===== config.mk =====
export PLATFORM = sky130hd
export DESIGN_NAME = pt_walker
export DESIGN_NICKNAME = d
export VERILOG_FILES = /design/src/rtl/pt_walker_pkg.sv /design/src/rtl/pt_walker_idx_sel.sv /design/src/rtl/pt_walker_entry_dec.sv /design/src/rtl/pt_walker_leaf_fmt.sv /design/src/rtl/pt_walker.sv
export SDC_FILE = /design/constraint.sdc
export NUM_CORES = 1
export LEC_CHECK = 0
export CAP_MARGIN = 10
export CORE_ASPECT_RATIO = 0.9
export CORE_MARGIN = 2
export CORE_UTILIZATION = 39
export DETAILED_ROUTE_END_ITERATION = 8
export PLACE_DENSITY = 0.74
export RECOVER_POWER = 25
export SETUP_SLACK_MARGIN = 0.02
export SYNTH_ARGS = -nofsm -noshare
export SYNTH_HDL_FRONTEND = slang
export SYNTH_HIERARCHICAL = 1
export SYNTH_SLANG_ARGS = --single-unit
export TNS_END_PERCENT = 100

===== constraint.sdc =====
create_clock -name clk -period 1.93 [get_ports clk]
set_input_delay 0.2895 -clock clk [delete_from_list [all_inputs] [get_ports clk]]
set_output_delay 0.2895 -clock clk [all_outputs]
set_load 0.02 [all_outputs]

===== src/rtl/pt_walker_pkg.sv =====
package pt_walker_pkg;

    typedef enum logic [1:0] {
        WS_IDLE  = 2'd0,
        WS_ISSUE = 2'd1,
        WS_WAIT  = 2'd2
    } walk_state_e;

    typedef enum logic [1:0] {
        EK_FAULT = 2'd0,
        EK_LEAF  = 2'd1,
        EK_NEXT  = 2'd2
    } entry_kind_e;

    localparam int ENTRY_VALID_BIT = 0;
    localparam int ENTRY_LEAF_BIT  = 1;

    // level at which a walk begins for the selected mode
    function automatic int unsigned first_level(input logic shrt, input int unsigned levels);
        return shrt ? levels - 1 : levels;
    endfunction

endpackage


===== src/rtl/pt_walker_idx_sel.sv =====
module pt_walker_idx_sel #(
    parameter int LEVELS = 4,
    parameter int IDX_W  = 9,
    parameter int LVL_W  = 3
) (
    input  logic [LEVELS*IDX_W-1:0] vpn,
    input  logic [LVL_W-1:0]        level,
    output logic [IDX_W-1:0]        idx
);
    logic [IDX_W-1:0] slice [LEVELS];

    for (genvar g = 0; g < LEVELS; g++) begin : g_slice
        assign slice[g] = vpn[g*IDX_W +: IDX_W];
    end

    always_comb begin
        idx = '0;
        for (int l = 1; l <= LEVELS; l++) begin
            if (level == LVL_W'(l)) idx = slice[l-1];
        end
    end
endmodule


===== src/rtl/pt_walker_entry_dec.sv =====
module pt_walker_entry_dec
    import pt_walker_pkg::*;
#(
    parameter int ENTRY_W      = 64,
    parameter int PPN_W        = 28,
    parameter int OFF_W        = 12,
    parameter int LVL_W        = 3,
    parameter int MAX_LEAF_LVL = 3
) (
    input  logic [ENTRY_W-1:0] entry,
    input  logic [LVL_W-1:0]   level,
    output entry_kind_e        kind,
    output logic [PPN_W-1:0]   ppn
);
    logic ent_valid;
    logic ent_leaf;
    logic unused_bits;

    assign ent_valid   = entry[ENTRY_VALID_BIT];
    assign ent_leaf    = entry[ENTRY_LEAF_BIT];
    assign ppn         = entry[OFF_W +: PPN_W];
    assign unused_bits = ^{entry[ENTRY_W-1:OFF_W+PPN_W], entry[OFF_W-1:ENTRY_LEAF_BIT+1]};

    always_comb begin
        if (!ent_valid)
            kind = EK_FAULT;
        else if (level == LVL_W'(1))
            kind = EK_LEAF;
        else if (ent_leaf)
            kind = (level <= LVL_W'(MAX_LEAF_LVL)) ? EK_LEAF : EK_FAULT;
        else
            kind = EK_NEXT;
    end
endmodule


===== src/rtl/pt_walker_leaf_fmt.sv =====
module pt_walker_leaf_fmt #(
    parameter int PPN_W        = 28,
    parameter int IDX_W        = 9,
    parameter int LVL_W        = 3,
    parameter int MAX_LEAF_LVL = 3,
    localparam int MERGE_W     = IDX_W * (MAX_LEAF_LVL - 1)
) (
    input  logic [PPN_W-1:0]   base_ppn,
    input  logic [MERGE_W-1:0] vpn_lo,
    input  logic [LVL_W-1:0]   level,
    output logic [PPN_W-1:0]   leaf_ppn
);
    logic [PPN_W-1:0] merged [MAX_LEAF_LVL];

    for (genvar g = 0; g < MAX_LEAF_LVL; g++) begin : g_merge
        if (g == 0) begin : g_base
            assign merged[g] = base_ppn;
        end else begin : g_large
            assign merged[g] = {base_ppn[PPN_W-1:g*IDX_W], vpn_lo[g*IDX_W-1:0]};
        end
    end

    always_comb begin
        leaf_ppn = base_ppn;
        for (int l = 1; l <= MAX_LEAF_LVL; l++) begin
            if (level == LVL_W'(l)) leaf_ppn = merged[l-1];
        end
    end
endmodule


===== src/rtl/pt_walker.sv =====
module pt_walker
    import pt_walker_pkg::*;
#(
    parameter int LEVELS        = 4,
    parameter int IDX_W         = 9,
    parameter int PA_W          = 40,
    parameter int ENTRY_W       = 64,
    parameter int MAX_LEAF_LVL  = 3,
    localparam int ENT_OFF_W    = $clog2(ENTRY_W / 8),
    localparam int OFF_W        = IDX_W + ENT_OFF_W,
    localparam int PPN_W        = PA_W - OFF_W,
    localparam int VPN_W        = LEVELS * IDX_W,
    localparam int SZ_W         = $clog2(MAX_LEAF_LVL)
) (
    input  logic               clk,
    input  logic               rst,
    input  logic               req_valid,
    output logic               req_ready,
    input  logic [VPN_W-1:0]   req_vpn,
    input  logic               req_short,
    input  logic [PPN_W-1:0]   root_ppn,
    output logic               mem_req_valid,
    input  logic               mem_req_ready,
    output logic [PA_W-1:0]    mem_req_addr,
    input  logic               mem_rsp_valid,
    input  logic [ENTRY_W-1:0] mem_rsp_data,
    output logic               done_valid,
    output logic               done_fault,
    output logic [PPN_W-1:0]   done_ppn,
    output logic [SZ_W-1:0]    done_size
);
    localparam int LVL_W   = $clog2(LEVELS + 1);
    localparam int MERGE_W = IDX_W * (MAX_LEAF_LVL - 1);

    typedef struct packed {
        logic             fault;
        logic [PPN_W-1:0] ppn;
        logic [SZ_W-1:0]  size;
    } walk_result_t;

    walk_state_e      st_q;
    logic [LVL_W-1:0] lvl_q;
    logic [PPN_W-1:0] tbl_q;
    logic [VPN_W-1:0] vpn_q;
    walk_result_t     res_q;
    logic             done_q;

    logic [IDX_W-1:0] cur_idx;
    entry_kind_e      ent_kind;
    logic [PPN_W-1:0] ent_ppn;
    logic [PPN_W-1:0] leaf_ppn;

    pt_walker_idx_sel #(
        .LEVELS(LEVELS), .IDX_W(IDX_W), .LVL_W(LVL_W)
    ) u_idx (
        .vpn(vpn_q), .level(lvl_q), .idx(cur_idx)
    );

    pt_walker_entry_dec #(
        .ENTRY_W(ENTRY_W), .PPN_W(PPN_W), .OFF_W(OFF_W),
        .LVL_W(LVL_W), .MAX_LEAF_LVL(MAX_LEAF_LVL)
    ) u_dec (
        .entry(mem_rsp_data), .level(lvl_q), .kind(ent_kind), .ppn(ent_ppn)
    );

    pt_walker_leaf_fmt #(
        .PPN_W(PPN_W), .IDX_W(IDX_W), .LVL_W(LVL_W), .MAX_LEAF_LVL(MAX_LEAF_LVL)
    ) u_leaf (
        .base_ppn(ent_ppn), .vpn_lo(vpn_q[MERGE_W-1:0]), .level(lvl_q), .leaf_ppn(leaf_ppn)
    );

    assign req_ready     = (st_q == WS_IDLE);
    assign mem_req_valid = (st_q == WS_ISSUE);
    assign mem_req_addr  = {tbl_q, cur_idx, {ENT_OFF_W{1'b0}}};

    assign done_valid = done_q;
    assign done_fault = res_q.fault;
    assign done_ppn   = res_q.ppn;
    assign done_size  = res_q.size;

    always_ff @(posedge clk) begin
        if (rst) begin
            st_q   <= WS_IDLE;
            lvl_q  <= '0;
            tbl_q  <= '0;
            vpn_q  <= '0;
            res_q  <= '0;
            done_q <= 1'b0;
        end else begin
            done_q <= 1'b0;
            case (st_q)
                WS_IDLE: begin
                    if (req_valid) begin
                        vpn_q <= req_vpn;
                        tbl_q <= root_ppn;
                        lvl_q <= LVL_W'(first_level(req_short, LEVELS));
                        st_q  <= WS_ISSUE;
                    end
                end
                WS_ISSUE: begin
                    if (mem_req_ready) st_q <= WS_WAIT;
                end
                WS_WAIT: begin
                    if (mem_rsp_valid) begin
                        case (ent_kind)
                            EK_NEXT: begin
                                tbl_q <= ent_ppn;
                                lvl_q <= lvl_q - LVL_W'(1);
                                st_q  <= WS_ISSUE;
                            end
                            EK_LEAF: begin
                                res_q.fault <= 1'b0;
                                res_q.ppn   <= leaf_ppn;
                                res_q.size  <= SZ_W'(lvl_q - LVL_W'(1));
                                done_q      <= 1'b1;
                                st_q        <= WS_IDLE;
                            end
                            default: begin
                                res_q.fault <= 1'b1;
                                res_q.ppn   <= '0;
                                res_q.size  <= '0;
                                done_q      <= 1'b1;
                                st_q        <= WS_IDLE;
                            end
                        endcase
                    end
                end
                default: st_q <= WS_IDLE;
            endcase
        end
    end
endmodule


==> impl_metrics.env, run 1 <==
export IMPL_grt_pass1_wl_um=22230
export IMPL_crit_start="lvl_q[0]"
export IMPL_synth_edff_count=0
export IMPL_yosysTopAreaCell="dfxtp_1"
export IMPL_via_per_inst=5.215
export IMPL_syn_to_final_growth_pct=40.15
export IMPL_hp_class="in2reg"
export IMPL_grt_total_usage=0.2054
export IMPL_ff2ff_path_depth=9
export IMPL_fin_crit_ns=1.924
export IMPL_tightest_slew_ns=0.7140
export IMPL_cp_start_kind="flip-flop"
export IMPL_grt_pass1_vias=4421
export IMPL_finalCritPeriodShare=0.9971
export IMPL_clk_path_buf_depth=2
export IMPL_maxSlewViolCount=0
export IMPL_syn_inst=569
export IMPL_yosys_area_top_type_share=0.4003
export IMPL_max_slew_margin=0.5240
export IMPL_routed_wl_um=14540
export IMPL_reg2reg_slack_ns=0.006
export IMPL_syn_cell_area_sq_um=5051
export IMPL_synthTopCellsByArea="dfxtp_1, nand2_1, a311oi_2, buf_4, nor2_1"
export IMPL_rr_startpoint="lvl_q[0]"
export IMPL_post_dp_hpwl_um=10460
export IMPL_power_leakage_nw=2.622
export IMPL_r2r_end="tbl_q[19]"
export IMPL_die_area_sq_um=13880
export IMPL_cts_root_buffer="clkbuf_16"
export IMPL_maxCapViolCount=0
export IMPL_die_y_um=112.0
export IMPL_overflow=0
export IMPL_gp_congestion=0.8286
export IMPL_hold_viol=0
export IMPL_vdd_drop_max_v=0.0003808
export IMPL_ant_nets=0
export IMPL_clock_latency_ns=0.34
export IMPL_finish_net_count=834
export IMPL_coreArea_sq_um=12690
export IMPL_layout_drive_gt1_share=0.1807
export IMPL_yosysUniqueCellTypes=40
export IMPL_power_density_nw_per_um2=759.0
export IMPL_arrival_ns=2.17
export IMPL_finalPower_mw=5.374
export IMPL_cts_hold_buffers=0
export IMPL_htreeDepth=3
export IMPL_synthArstFlopShare=0
export IMPL_finClkSkew_ns=0.009193
export IMPL_clk_pin_slew_worst_paths_ns=0.07
export IMPL_cts_inserted_buffers=9
export IMPL_cp_data_required_time_ns=2.18
export IMPL_ys_seq_elements=101
export IMPL_cts_tree="done"
export IMPL_nFillCells=1088
export IMPL_cts_sinks=101
export IMPL_yosysSeqAreaShare=0.4003
export IMPL_antenna_found_initial=0
export IMPL_num_vias=4521
export IMPL_status="finished clean"
export IMPL_rsz0062_at_grt="true"
export IMPL_synth_avg_cell_area_sq_um=8.877
export IMPL_setup_worst_path_end="tbl_q[19]"
export IMPL_placement_rows=39
export IMPL_fmax_mhz=519.6
export IMPL_crit_fanout=22
export IMPL_pin_count=208
export IMPL_grt_max_degree=44
export IMPL_timing_worst_setup_path_type="reg2reg"
export IMPL_ys_flop_type="dfxtp_1"
export IMPL_wl_per_cell_um=16.77
export IMPL_drt_iter0_markers=246
export IMPL_drcViolationCount=0
export IMPL_whs_ns=0.3487
export IMPL_diodes=0
export IMPL_port_buffers=170
export IMPL_die_w_um=124.0
export IMPL_initial_core_util=0.3981
export IMPL_finalSetupViolations=0
export IMPL_seqCellArea_sq_um=2026
export IMPL_yosysWarnings=6
export IMPL_firstDrtPassIters=5
export IMPL_critPathCaptureType="flip-flop"
export IMPL_multi_input_area_sq_um=2501
## final cells by class
cell class | instances | share of cell area
tap | 164 | 0.02899
sequential | 101 | 0.2861
inverter | 7 | 0.003712
clock inverter | 4 | 0.01043
clock buffer | 11 | 0.03287
timing repair buffer | 203 | 0.2846
multi-input combinational | 377 | 0.3533
## cell usage after synthesis (all sizes together) (2+ instances only)
cell type  count
nand2        140
dfxtp        101
buf           71
nor2          64
a21oi         41
a22oi         30
a311oi        28
mux2          18
clkbuf        15
mux2i          9
nand4bb        9
o221ai         9
inv            7
nand2b         7
nor2b          3
o211a          2
## where the power goes
part	switching, mW	internal (mW)
clock network	0.758	1.13
registers	0.0933	2.20
logic	0.570	0.618
## cells by family (layout without fill, tap and decap cells)
| kind of cell | count (synthesis) | after routing | share of synthesized area |
|---|---|---|---|
| compound gates | 115 | 115 | 0.2081 |
| fa+ha+maj | 1 | 1 | 0.002477 |
| buf+inv | 93 | 225 | 0.1226 |
| flops | 101 | 101 | 0.4003 |
| mux | 27 | 27 | 0.06465 |
| other cells | 1 | 3 | 0.0007424 |
| simple gates | 231 | 231 | 0.2011 |
## stage by stage
stage / utilization / TNS, ns / area (sq um) / setup slack [ns] / instances
after CTS: 0.5533 / -0.3496 / 7019 / -0.04799 / 860
after floorplan: - / 0 / 5059 / 0.2448 / 571
after detailed placement: 0.5206 / -2.263 / 6605 / -0.1143 / 842
after global routing: 0.5580 / -1.330 / 7079 / -0.09045 / 867
final: 0.5580 / 0 / 7079 / 0.005555 / 867
after global placement: 0.5206 / -0.01845 / 6605 / -0.01845 / 842
## state kept, by name, summed over array words and instances, names as in the netlist
register,flops
vpn_q,36
done_ppn,28
tbl_q,28
lvl_q,3
done_size,2
st_q,2
done_fault,1
done_valid,1
## routing by layer
layer	share of wire	track usage	vias up
met5	0	0	-
met4	0.019	0.07566	0
met3	0.071	0.03996	21
met2	0.48	0.3348	170
met1	0.43	0.2685	2154
li1	-	-	2176
## worst min path at each step
stage	start	end	cells after the start
detailed placement	vpn_q[20]	vpn_q[20]	2
global placement	done_fault	done_fault	2
global route	rst	done_valid	2
floorplan	req_vpn[18]	vpn_q[18]	2
CTS	rst	done_valid	2
finish	rst	done_valid	2
## placed cells by master (no fill, tap or decap), drive strengths merged, types with 2 or more instances in the layout
master	n
conb	3
clkbuf	20
clkdlybuf4s50	159
a311oi	28
nand4bb	9
dfxtp	101
bufinv	2
inv	7
a21oi	41
nand2	140
o221ai	9
o211a	2
a22oi	30
clkinv	2
buf	33
mux2	18
mux2i	9
nand2b	7
nor2b	3
nor2	64
## repair_timing
action | in CTS | in global routing
resized for setup | 36 | 14
pin swaps | 1 | 2
setup endpoints to repair | 11 | 43
gates cloned | 0 | 2
setup buffers | 3 | 5
## critical path, cell delays in order (launching register included)
cell      delay, ns
dfxtp_2        0.34
buf_12         0.14
buf_4          0.14
nand2b_4       0.07
o211a_1        0.17
nand4b_1       0.16
a21oi_4        0.26
buf_12         0.20
nor2_1         0.07
a311oi_2       0.26
Power figures use the tool's default switching activity.
==> run 2: changes to the inputs <==
Settings changed: CORE_UTILIZATION 39 to 40, PLACE_DENSITY 0.74 to 0.75, SLEW_MARGIN set to 10.
==> run 2 against run 1 <==
Compared with the run above:
- hold slack worse by 0.019 ns
- critical path depth unchanged
- register-to-register slack better by 0.06 ns
- sequential power is essentially flat
- sequential cell count unchanged
- non-clock buffer count rose by 18
- sequential share of layout area decreased by 0.90 points
- first-iteration DRC count up 22%
- count of clock-buffer cells in the layout unchanged
- fmax up 3.2%
- die area decreased by 2.4%
- via count is 1.2% higher
==> impl_metrics.env, run 2 (synthesis results as in run 1) <==
export IMPL_status="finished clean"
export IMPL_htreeDepth=3
export IMPL_wl_per_cell_um=17.10
export IMPL_clock_latency_ns=0.34
export IMPL_finalCritPeriodShare=0.9661
export IMPL_cts_tree="done"
export IMPL_arrival_ns=2.12
export IMPL_firstDrtPassIters=4
export IMPL_pwr_share_comb=0.235
export IMPL_rr_startpoint="lvl_q[0]"
export IMPL_grt_pass1_wl_um=22790
export IMPL_layout_commonest_cell="clkdlybuf4s50_1"
export IMPL_cts_sinks=101
export IMPL_layout_common_cells="clkdlybuf4s50_1, nand2_1, dfxtp_1"
export IMPL_clk_path_buf_depth=2
export IMPL_diodes=0
export IMPL_power_leakage_nw=2.762
export IMPL_placed_cell_area_sq_um=6650
export IMPL_clkPwrFrac=0.342
export IMPL_p_sw_mw=1.501
export IMPL_grt_total_usage=0.2099
export IMPL_post_dp_hpwl_um=10530
export IMPL_maxSlewViolCount=0
export IMPL_hold_viol=0
export IMPL_power_density_nw_per_um2=744.6
export IMPL_critPathCaptureType="flip-flop"
export IMPL_routed_wl_um=15080
export IMPL_via_per_inst=5.189
export IMPL_ff2ff_path_depth=9
export IMPL_layout_drive_gt1_share=0.2202
export IMPL_seqPwrFrac=0.423
export IMPL_cts_inserted_buffers=9
export IMPL_die_w_um=122.5
export IMPL_hp_class="in2reg"
export IMPL_crit_fanout=6
export IMPL_coreArea_sq_um=12170
export IMPL_rsz0062_at_grt="true"
export IMPL_max_slew_margin=0.5270
export IMPL_min_to="done_size[0]"
export IMPL_vdd_drop_max_v=0.0004517
export IMPL_reg2reg_slack_ns=0.07
export IMPL_initial_core_util=0.4150
export IMPL_drcViolationCount=0
export IMPL_grt_pass1_vias=4431
export IMPL_nFillCells=1084
export IMPL_cp_start_kind="flip-flop"
export IMPL_largest_reg_flops=36
export IMPL_die_area_sq_um=13540
export IMPL_grt_max_degree=60
export IMPL_whs_ns=0.3292
export IMPL_syn_to_final_growth_pct=44.91
export IMPL_num_vias=4577
export IMPL_fin_util=0.6014
export IMPL_finish_net_count=852
export IMPL_clk_pin_slew_worst_paths_ns=0.07
export IMPL_p_int_mw=3.949
export IMPL_multi_input_area_sq_um=2547
export IMPL_r2r_end="tbl_q[13]"
export IMPL_setup_tns_ns=0
export IMPL_seqCellArea_sq_um=2028
export IMPL_port_buffers=170
export IMPL_finalPower_mw=5.450
export IMPL_largest_register="vpn_q"
export IMPL_tightest_slew_ns=0.7096
export IMPL_min_path_cells=2
export IMPL_finish_instance_area_sq_um=7320
export IMPL_maxCapViolCount=0
export IMPL_placement_rows=38
export IMPL_finalSetupViolations=0
export IMPL_swShare=0.2754
export IMPL_drt_iter0_markers=300
export IMPL_ant_nets=0
export IMPL_critPathMaxStageDelay_ns=0.38
export IMPL_pin_count=208
export IMPL_path_cells="buf_16 > nand2b_4 > o211a_1 > nand4b_1 > a21oi_4 > buf_12 > clkbuf_16 > nor2_4 > a311oi_2"
export IMPL_hold_start="rst"
export IMPL_gp_congestion=0.8460
export IMPL_antenna_found_initial=0
export IMPL_cp_slowest_cell="dfxtp_4"
export IMPL_crit_start="lvl_q[0]"
export IMPL_timing_worst_setup_path_type="reg2reg"
export IMPL_overflow=0
export IMPL_die_y_um=110.6
export IMPL_cts_root_buffer="clkbuf_16"
export IMPL_finClkSkew_ns=0.01121
export IMPL_cp_data_required_time_ns=2.18
export IMPL_fin_crit_ns=1.865
export IMPL_fmax_mhz=536.3
## run 2: how the worst max path moves through the flow
| stage | end | slack (ns) | depth (start not counted) |
|---|---|---|---|
| floorplan | tbl_q[10] | 0.24 | 7 |
| global placement | tbl_q[9] | -0.05 | 7 |
| detailed placement | tbl_q[23] | -0.11 | 7 |
| CTS | mem_req_addr[7] | -0.04 | 4 |
| global route | tbl_q[19] | -0.02 | 9 |
| finish | tbl_q[13] | 0.07 | 9 |
## run 2: layout make-up
| type | count | share of cell area |
|---|---|---|
| Timing Repair Buffer | 221 | 0.3019 |
| Sequential cell | 101 | 0.2771 |
| Clock inverter | 5 | 0.008889 |
| Inverter | 7 | 0.003590 |
| Tap cell | 160 | 0.02735 |
| Clock buffer | 11 | 0.03316 |
| Multi-Input combinational cell | 377 | 0.3480 |
## run 2: worst max-delay path, delay by kind of cell, from the launching register on
kind / cells / cell delay, ns
AO/OA/AOI/OAI: 3 / 0.67
buffers and inverters: 3 / 0.48
flip-flops: 1 / 0.38
AND/OR/NAND/NOR: 3 / 0.25
## run 2: timing repair
action / CTS / global route
endpoints found under the setup margin: 10 / 40
buffers inserted: 2 / 15
cloned: 1 / 5
pin swaps: 0 / 18
hold buffers: 0 / 0
resized for setup: 44 / 35
## run 2: power by group through the flow
stage	combinational (mW)	clock [mW]	sequential, mW
after CTS	1.18	1.90	2.29
after global routing	1.37	1.99	2.32
after detailed placement	1.13	0	2.33
after floorplan	0.636	0	2.39
final	1.28	1.86	2.30
after global placement	1.11	0	2.33
## run 2: routing by layer
layer	up-vias	global-route usage	part of all wire
li1	2211	-	-
met1	2201	0.2777	0.43
met2	150	0.3470	0.50
met3	15	0.04494	0.061
met4	0	0.04904	0.013
met5	-	0	0
## run 2: through the flow
stage / std cells / setup WS [ns]
floorplan: 571 / 0.2448
global placement: 843 / -0.04527
detailed placement: 843 / -0.1129
CTS: 862 / -0.03618
global route: 882 / -0.01984
finish: 882 / 0.06545
==> run 3: changes to the inputs <==
Settings changed: CORE_UTILIZATION 40 to 43, PLACE_DENSITY 0.75 to unset, PLACE_DENSITY_LB_ADDON set to 0.08.
Clock period 1.93 ns to 2.08 ns, I/O delays scaled along.
==> run 3 against run 2 <==
Compared with the run above:
- clock power decreased by 16%
- sequential power decreased by 8%
- global-route usage decreased by 0.39 points
- critical path type is now reg2out
- critical endpoint is now mem_req_addr[3]
==> impl_metrics.env, run 3 (synthesis results as in run 1) <==
export IMPL_syn_to_final_growth_pct=36.51
export IMPL_finish_net_count=825
export IMPL_crit_fanout=8
export IMPL_finClkSkew_ns=0.007389
export IMPL_finalCritPeriodShare=0.9364
export IMPL_post_dp_hpwl_um=9336
export IMPL_antenna_found_initial=0
export IMPL_drt_iter0_markers=185
export IMPL_hold_viol=0
export IMPL_layout_commonest_cell="clkdlybuf4s50_1"
export IMPL_die_w_um=118.2
export IMPL_via_per_inst=5.033
export IMPL_cts_sinks=101
export IMPL_clk_path_buf_depth=2
export IMPL_nFillCells=1045
export IMPL_rsz0062_at_grt="false"
export IMPL_fmax_mhz=513.4
export IMPL_maxSlewViolCount=0
export IMPL_cp_start_kind="flip-flop"
export IMPL_layout_common_cells="clkdlybuf4s50_1, nand2_1, dfxtp_1"
export IMPL_grt_max_degree=61
export IMPL_grt_pass1_vias=4270
export IMPL_diodes=0
export IMPL_drcViolationCount=0
export IMPL_grt_total_usage=0.2059
export IMPL_die_y_um=106.8
export IMPL_power_leakage_nw=2.592
export IMPL_cp_data_required_time_ns=1.77
export IMPL_clock_latency_ns=0.35
export IMPL_gp_congestion=0.7999
export IMPL_htreeDepth=3
export IMPL_port_buffers=170
export IMPL_firstDrtPassIters=5
export IMPL_dp_slack_ns=0.01676
export IMPL_tightest_slew_ns=0.6619
export IMPL_cts_root_buffer="clkbuf_16"
export IMPL_maxCapViolCount=0
export IMPL_finalPower_mw=4.717
export IMPL_finalSetupViolations=0
export IMPL_setup_tns_ns=0
export IMPL_grt_pass1_wl_um=20890
export IMPL_die_area_sq_um=12630
export IMPL_wl_per_cell_um=15.49
export IMPL_layout_drive_gt1_share=0.1554
export IMPL_fin_crit_ns=1.948
export IMPL_timing_worst_setup_path_type="reg2out"
export IMPL_worst_slack_ns=0.1324
export IMPL_max_slew_margin=0.5587
export IMPL_clk_pin_slew_worst_paths_ns=0.07
export IMPL_coreArea_sq_um=11430
export IMPL_overflow=0
export IMPL_cts_hold_buffers=0
export IMPL_pin_count=208
export IMPL_cts_inserted_buffers=9
export IMPL_initial_core_util=0.4417
export IMPL_largest_register="vpn_q"
export IMPL_hp_class="in2reg"
export IMPL_placement_rows=37
export IMPL_ant_nets=0
export IMPL_vdd_drop_max_v=0.0004312
export IMPL_cts_tree="done"
export IMPL_status="finished clean"
export IMPL_power_density_nw_per_um2=684.0
export IMPL_num_vias=4283
export IMPL_routed_wl_um=13190
export IMPL_largest_reg_flops=36
export IMPL_critPathCaptureType="output port"
export IMPL_arrival_ns=1.64
[run 3: cell count changes in the layout (fill, tap and decap cells not counted), sizes merged, moves of 2 or more]
| cell | previous run | this run |
|---|---|---|
| buf | 56 | 21 |
| clkbuf | 17 | 14 |
| clkinv | 1 | 4 |
| clkinvlp | 0 | 2 |
| dlygate4sd2 | 1 | 9 |
| dlygate4sd3 | 3 | 5 |
| inv | 10 | 7 |
[run 3: cell type report]
cell class	instances	area (sq um)	share of cell area
Clock buffer	10	239.0	0.03466
Multi-Input combinational cell	377	2439	0.3537
Timing Repair Buffer	194	1933	0.2803
Tap cell	156	195.2	0.02831
Inverter	7	26.28	0.003811
Sequential cell	101	2024	0.2936
Clock inverter	6	38.79	0.005625
[run 3: worst paths after layout]
check	startpoint	to	slack, ns	depth (start not counted)
max	lvl_q[0]	mem_req_addr[3]	0.13	4
min	rst	done_ppn[26]	0.40	2
max reg2reg	lvl_q[1]	tbl_q[27]	0.22	8
min reg2reg	vpn_q[32]	vpn_q[32]	0.46	2
[run 3: repair_timing]
item                                    4_1_cts  5_1_grt
endpoints found under the setup margin        9       19
buffers inserted                              0        1
cloned                                        0        1
pin swaps                                     0        1
resized for setup                            15        4
[run 3: per-layer routing]
metal / track usage / routed length (um)
met5: 0 / 0
met3: 0.04681 / 760
met4: 0.06713 / 146
met2: 0.3538 / 6409
met1: 0.2562 / 5869
[run 3: per-stage QoR]
step	utilization	cell area [sq um]	instances	hold WS, ns
2_1_floorplan	-	5059	571	0.4360
3_3_place_gp	0.5750	6575	833	0.4429
3_5_place_dp	0.5750	6575	833	0.4482
4_1_cts	0.6002	6863	849	0.4030
5_1_grt	0.6030	6895	851	0.4308
6_report	0.6030	6895	851	0.4021
[run 3: power breakdown]
part	leakage [nW]	switching, mW	total, mW	internal, mW
logic	1.63	0.499	1.03	0.530
clock network	0.134	0.731	1.57	0.839
registers	0.828	0.0735	2.12	2.04
total	2.59	1.30	4.72	3.41
[run 3: critical path, stage by stage, from the launching register on]
cell and delay (ns):
dfxtp_2 0.37, buf_6 0.18, mux2i_2 0.29, o221ai_2 0.12
dlygate4sd2_1 0.33
